--- src/rtl/scp_pkg.sv ---
`timescale 1ns/1ps
package scp_pkg;
  localparam int ADDR_W   = 4;
  localparam int DATA_W   = 12;
  localparam int FRAME_W  = ADDR_W + DATA_W;
  localparam int GAIN_W   = 8;
  localparam int AUX_W    = 8;
  localparam int CLAMP_W  = 7;
  localparam int CTRL_W   = 10;
  localparam int EDGE_BIT = 8;
  localparam int EXT_BIT  = 7;

  localparam logic [ADDR_W-1:0] ADDR_GAIN  = 4'h0;
  localparam logic [ADDR_W-1:0] ADDR_AUX   = 4'h1;
  localparam logic [ADDR_W-1:0] ADDR_CLAMP = 4'h2;
  localparam logic [ADDR_W-1:0] ADDR_CTRL  = 4'h3;
  localparam logic [ADDR_W-1:0] ADDR_EXT   = 4'h4;
  localparam logic [ADDR_W-1:0] ADDR_INIT  = 4'hF;

  localparam logic [CTRL_W-1:0] CTRL_DEF = 10'h100;

  typedef struct packed {
    logic [GAIN_W-1:0]  gain;
    logic [CLAMP_W-1:0] clamp;
    logic [CTRL_W-1:0]  ctrl;
  } stage_t;

  localparam stage_t STAGE_DEF = '{gain: '0, clamp: '0, ctrl: CTRL_DEF};
endpackage

--- src/rtl/scp_sync_edge.sv ---
`timescale 1ns/1ps
module scp_sync_edge #(
  parameter int   STAGES  = 2,
  parameter logic RST_VAL = 1'b0
) (
  input  logic clk_i,
  input  logic rst_ni,
  input  logic pin_i,
  output logic lvl_o,
  output logic dly_o
);
  logic [STAGES:0] q;

  always_ff @(posedge clk_i or negedge rst_ni) begin
    if (!rst_ni) q <= {(STAGES+1){RST_VAL}};
    else         q <= {q[STAGES-1:0], pin_i};
  end

  assign lvl_o = q[STAGES-1];
  assign dly_o = q[STAGES];
endmodule

--- src/rtl/scp_shifter.sv ---
`timescale 1ns/1ps
module scp_shifter import scp_pkg::*; #(
  parameter int SYNC = 2
) (
  input  logic              clk_i,
  input  logic              rst_ni,
  input  logic              sdata_i,
  input  logic              sclk_lvl_i,
  input  logic              sclk_dly_i,
  input  logic              sen_lvl_i,
  input  logic              sen_dly_i,
  output logic              frame_vld_o,
  output logic [ADDR_W-1:0] frame_addr_o,
  output logic [CTRL_W-1:0] frame_dat_o
);
  localparam int CNT_MAX = FRAME_W + 1;
  localparam int CNT_W   = $clog2(CNT_MAX + 1);

  logic [SYNC-1:0]    sd_q;
  logic [FRAME_W-1:0] shreg;
  logic [CNT_W-1:0]   cnt;
  logic               sclk_rise, sen_rise;

  assign sclk_rise = sclk_lvl_i & ~sclk_dly_i;
  assign sen_rise  = sen_lvl_i & ~sen_dly_i;

  // data path gets the same synchronizer depth as the clock edge
  always_ff @(posedge clk_i or negedge rst_ni) begin
    if (!rst_ni) sd_q <= '0;
    else         sd_q <= {sd_q[SYNC-2:0], sdata_i};
  end

  always_ff @(posedge clk_i or negedge rst_ni) begin
    if (!rst_ni) begin
      shreg <= '0;
      cnt   <= '0;
    end else if (sen_lvl_i) begin
      cnt <= '0;
    end else if (sclk_rise) begin
      shreg <= {shreg[FRAME_W-2:0], sd_q[SYNC-1]};
      // saturate so long frames never wrap back to a valid count
      if (cnt != CNT_W'(CNT_MAX)) cnt <= cnt + 1'b1;
    end
  end

  assign frame_vld_o  = sen_rise && (cnt == CNT_W'(FRAME_W));
  assign frame_addr_o = shreg[FRAME_W-1 -: ADDR_W];
  assign frame_dat_o  = shreg[CTRL_W-1:0];
endmodule

--- src/rtl/scp_regbank.sv ---
`timescale 1ns/1ps
module scp_regbank import scp_pkg::*; (
  input  logic               clk_i,
  input  logic               rst_ni,
  input  logic               frame_vld_i,
  input  logic [ADDR_W-1:0]  frame_addr_i,
  input  logic [CTRL_W-1:0]  frame_dat_i,
  input  logic               vs_lvl_i,
  input  logic               vs_dly_i,
  output logic               commit_o,
  output logic [GAIN_W-1:0]  gain_o,
  output logic [AUX_W-1:0]   aux_o,
  output logic [CLAMP_W-1:0] clamp_o,
  output logic [CTRL_W-1:0]  ctrl_o,
  output logic               ext_o
);
  stage_t             stage_q, stage_nxt, act_q;
  logic [AUX_W-1:0]   aux_q;
  logic               ext_q;
  logic               wr_init, vs_rise, vs_fall;

  assign wr_init = frame_vld_i && (frame_addr_i == ADDR_INIT);
  assign vs_rise = vs_lvl_i & ~vs_dly_i;
  assign vs_fall = ~vs_lvl_i & vs_dly_i;
  assign commit_o = act_q.ctrl[EDGE_BIT] ? vs_fall : vs_rise;

  always_comb begin
    stage_nxt = stage_q;
    if (frame_vld_i) begin
      unique case (frame_addr_i)
        ADDR_GAIN:  stage_nxt.gain  = frame_dat_i[GAIN_W-1:0];
        ADDR_CLAMP: stage_nxt.clamp = frame_dat_i[CLAMP_W-1:0];
        ADDR_CTRL:  stage_nxt.ctrl  = frame_dat_i;
        default: ;
      endcase
    end
  end

  always_ff @(posedge clk_i or negedge rst_ni) begin
    if (!rst_ni) begin
      stage_q <= STAGE_DEF;
      act_q   <= STAGE_DEF;
      aux_q   <= '0;
      ext_q   <= 1'b0;
    end else if (wr_init) begin
      stage_q <= STAGE_DEF;
      act_q   <= STAGE_DEF;
      aux_q   <= '0;
      ext_q   <= 1'b0;
    end else begin
      stage_q <= stage_nxt;
      // bypass: a frame and a commit in one cycle commit the new value
      if (commit_o) act_q <= stage_nxt;
      if (frame_vld_i && frame_addr_i == ADDR_AUX) aux_q <= frame_dat_i[AUX_W-1:0];
      if (frame_vld_i && frame_addr_i == ADDR_EXT) ext_q <= frame_dat_i[EXT_BIT];
    end
  end

  assign gain_o  = act_q.gain;
  assign clamp_o = act_q.clamp;
  assign ctrl_o  = act_q.ctrl;
  assign aux_o   = aux_q;
  assign ext_o   = ext_q;
endmodule

--- src/rtl/scp_serial_cfg.sv ---
`timescale 1ns/1ps
module scp_serial_cfg import scp_pkg::*; #(
  parameter int SYNC_STAGES = 2
) (
  input  logic               clk_i,
  input  logic               rst_ni,
  input  logic               sclk_i,
  input  logic               sdata_i,
  input  logic               sen_i,
  input  logic               vsync_i,
  output logic [GAIN_W-1:0]  gain_code_o,
  output logic [AUX_W-1:0]   aux_code_o,
  output logic [CLAMP_W-1:0] clamp_ref_o,
  output logic [CTRL_W-1:0]  ctrl_word_o,
  output logic               gain_ext_o
);
  localparam int N_PIN = 3;
  localparam logic [N_PIN-1:0] IDLE_LVL = 3'b010; // vsync, sen, sclk

  logic [N_PIN-1:0]  pin_w, lvl_w, dly_w;
  logic              frame_vld, commit;
  logic [ADDR_W-1:0] frame_addr;
  logic [CTRL_W-1:0] frame_dat;

  assign pin_w = {vsync_i, sen_i, sclk_i};

  for (genvar g = 0; g < N_PIN; g++) begin : g_sync
    scp_sync_edge #(.STAGES(SYNC_STAGES), .RST_VAL(IDLE_LVL[g])) i_sync (
      .clk_i (clk_i),
      .rst_ni(rst_ni),
      .pin_i (pin_w[g]),
      .lvl_o (lvl_w[g]),
      .dly_o (dly_w[g])
    );
  end

  scp_shifter #(.SYNC(SYNC_STAGES)) i_shifter (
    .clk_i       (clk_i),
    .rst_ni      (rst_ni),
    .sdata_i     (sdata_i),
    .sclk_lvl_i  (lvl_w[0]),
    .sclk_dly_i  (dly_w[0]),
    .sen_lvl_i   (lvl_w[1]),
    .sen_dly_i   (dly_w[1]),
    .frame_vld_o (frame_vld),
    .frame_addr_o(frame_addr),
    .frame_dat_o (frame_dat)
  );

  scp_regbank i_regbank (
    .clk_i       (clk_i),
    .rst_ni      (rst_ni),
    .frame_vld_i (frame_vld),
    .frame_addr_i(frame_addr),
    .frame_dat_i (frame_dat),
    .vs_lvl_i    (lvl_w[2]),
    .vs_dly_i    (dly_w[2]),
    .commit_o    (commit),
    .gain_o      (gain_code_o),
    .aux_o       (aux_code_o),
    .clamp_o     (clamp_ref_o),
    .ctrl_o      (ctrl_word_o),
    .ext_o       (gain_ext_o)
  );
endmodule

--- config.mk ---
export PLATFORM = sky130hd
export DESIGN_NAME = scp_serial_cfg
export DESIGN_NICKNAME = d
export VERILOG_FILES = /design/src/rtl/scp_pkg.sv /design/src/rtl/scp_sync_edge.sv /design/src/rtl/scp_shifter.sv /design/src/rtl/scp_regbank.sv /design/src/rtl/scp_serial_cfg.sv
export SDC_FILE = /design/constraint.sdc
export NUM_CORES = 1
export LEC_CHECK = 0
export ABC_AREA = 1
export BUFFER_PORTS_ARGS = -buffer_cell sky130_fd_sc_hd__clkbuf_2
export CAP_MARGIN = 20
export CORE_ASPECT_RATIO = 1.2
export CORE_UTILIZATION = 61
export CTS_CLUSTER_DIAMETER = 100
export CTS_CLUSTER_SIZE = 30
export DETAILED_ROUTE_END_ITERATION = 6
export PLACE_DENSITY = 0.82
export SKIP_LAST_GASP = 1
export SYNTH_ARGS = -nofsm -noshare
export SYNTH_HDL_FRONTEND = slang
export SYNTH_SLANG_ARGS = --single-unit
--- constraint.sdc ---
create_clock -name clk_i -period 4.4 [get_ports clk_i]
set_input_delay 0.44 -clock clk_i [delete_from_list [all_inputs] [get_ports clk_i]]
set_output_delay 0.44 -clock clk_i [all_outputs]
set_load 0.005 [all_outputs]
==> flow_metrics.tcl <==
set metrics [dict create \
    period_share 0.507 \
    ys_seq_area_frac 0.554 \
    clk_pin_slew_worst_paths_ps 100 \
    critPathKind "reg -> reg" \
    rows 32 \
    fillerInstances 534 \
    grt_util_all_layers 0.273 \
    wl_per_cell_um 13.8 \
    min_path_type "in -> async" \
    crit_top_cell "inv_1" \
    synth_area_per_cell_sq_um 8.37 \
    min_period_ps 2230 \
    htreeDepth 3 \
    area_growth_pct 10.1 \
    nNetsFinal 533 \
    placedCellCount 597 \
    yosys_register_bits 91 \
    die-area_sq_mm 0.00709 \
    fin_skew_ps 14.2 \
    yosysUniqueCellTypes 28 \
    numCtsBuffers 9 \
    place.gp.congestion 0.849 \
    start_util 0.635 \
    io_pins 40 \
    cts_tree "yes" \
    power-per-cell-area_mw_per_mm2 385 \
    syn_area_sq_mm 0.00412 \
    worst_pin_slew_ps 940 \
    dpl.hpwl_um 5180 \
    viasPerCell 5.46 \
    hold_viol_final 0 \
    fp.dieH_um 92.0 \
    core_area_sq_mm 0.00649 \
    final_common_cell "nand2_1" \
    antenna_found_initial 0 \
    dp_slack_ps 2180 \
    postCtsSetupBuffers 0 \
    drc 0 \
    tns_ps 0 \
    mostFrequentLayoutCells "nand2_1, dfrtp_1, nand3_1, clkbuf_2, a21oi_1" \
    grt_max_degree 92 \
    chipWidth_um 77.0 \
    drtPass1Iterations 5 \
    ir_drop_v 0.000294 \
    n_antenna_cell 0 \
    fin_ws_ps 2170 \
    root_buffer "clkbuf_8" \
    clock_path_buffers 2 \
    cts.repair.resized 0 \
    report.final.slew_viol_count 0 \
    hold_buffers 0 \
    syn-num-nets 501 \
    drive_gt1_frac 0.149 \
    slew_headroom 0.372 \
    drtAntennaViolNets 0 \
    worst_ep_arrival_time_ps 2440 \
    ys_warn_count 0 \
    drt_iter0_markers 273 \
    cts.sinks 91 \
    cellLeakagePower_nw 2.52 \
    reg2regPathDepth 7 \
    clock_latency_ps 370 \
    required_ps 4610 \
    slowest_delay_ps 740 \
    holdWs_ps 15.0 \
    start_kind "flip-flop" \
    numPortBuffers 39 \
    grt_overflow 0 \
    cp_slowest_cell "inv_1" \
    via_count 3350 \
    path_cells "inv_1, ha_1, nand2_1, nor2_2, nand3_4, inv_1, a21oi_1" \
    worst-path-max-fanout 34 \
    cap_viol_max_count 0 \
    crit_path_end_kind "flip-flop" \
    grt_pass1_wl_um 14900 \
    routed_wl_um 8500 \
    setup_viol 0 \
    rsz0062_at_grt "false" \
    grt_pass1_vias 3397 \
    status "complete, no violations" \
    stdcell_count 614 \
    fin_util 0.700 \
    synthCells 492 \
    fmax_ghz 0.448 \
]
synthesized netlist by cell type:
cell,count,area [sq um]
ha_1,3,37.5
buf_1,1,3.75
clkbuf_1,4,15.0
a21oi_1,33,165
nand2_2,1,6.26
xor2_1,1,8.76
nor2_4,2,22.5
buf_2,7,35.0
a31o_2,1,8.76
inv_1,19,71.3
a31oi_1,1,6.26
o21ai_0,12,60.1
inv_2,3,11.3
a21oi_4,2,32.5
nand3_1,65,325
o21ai_1,1,5.00
nand3_4,1,17.5
mux2_2,2,22.5
nand2_4,1,11.3
nor2_1,12,45.0
nand2_1,215,807
buf_6,5,56.3
o21bai_1,1,7.51
nor2_2,3,18.8
nand4_1,1,6.26
dfrtp_1,86,2150
buf_4,4,30.0
dfstp_2,5,131
stage by stage:
stage,power [W],area [sq um]
2_1_floorplan,0.00109,4120
3_3_place_gp,0.00115,4300
3_5_place_dp,0.00116,4300
4_1_cts,0.00175,4510
5_1_grt,0.00182,4540
6_report,0.00175,4540
per-layer routing:
layer	vias to the layer above	track usage	wire, um
met5	-	0	0
met4	0	0.131	201
met3	19	0.0627	378
met2	91	0.450	4200
met1	1594	0.339	3720
li1	1646	-	-
flip-flops by register name, indices dropped and copies added, names as in the netlist, 2 cells and up:
register	count
i_regbank.aux_o	8
i_regbank.ctrl_o	10
i_shifter.sd_q	2
i_regbank.stage_q	25
i_regbank.gain_o	8
i_shifter.cnt	5
i_regbank.clamp_o	7
g_sync.i_sync.q	9
i_shifter.shreg	16
final timing paths:
kind                                    from                     to  slack, ps
setup / recovery            i_shifter.cnt[0]   i_regbank.stage_q[1]       2170
hold / removal                        rst_ni     i_regbank.aux_o[2]         10
setup reg to reg            i_shifter.cnt[0]   i_regbank.stage_q[1]       2170
hold reg to reg            i_shifter.sd_q[0]      i_shifter.sd_q[1]        350
max in group asynchronous             rst_ni   i_regbank.stage_q[9]       3750
min in group clk_i                     sen_i  g_sync[1].i_sync.q[0]        150
power breakdown:
part	internal [W]	switching [W]
Combinational	0.0000580	0.000143
Clock	0.000296	0.000306
Sequential	0.000880	0.0000658
cell families after synthesis:
logic type,after synthesis,share of synthesized area
adders and majority gates,3,0.00911
AOI/OAI and AO/OA,51,0.0692
muxes,2,0.00547
DFF,91,0.554
and+or+nand+nor,301,0.306
xor gates and xnor gates,1,0.00213
buffers and inverters,43,0.0541
worst max-delay path, delay by kind of cell (launching register included):
family	cells	cell delay (ps)
fa+ha+maj	1	150
flops	1	420
compound gates	1	100
buf+inv	2	840
simple gates	3	560
final cells by class:
cell class | count | area [sq um] | area share
Sequential cell | 91 | 2280 | 0.503
Multi-Input combinational cell | 358 | 1610 | 0.356
Timing Repair Buffer | 42 | 240 | 0.0529
Clock buffer | 11 | 151 | 0.0334
Tap cell | 85 | 106 | 0.0234
Inverter | 22 | 82.6 | 0.0182
Clock inverter | 5 | 60.1 | 0.0132
No activity file was read; power rests on OpenSTA's default activity.
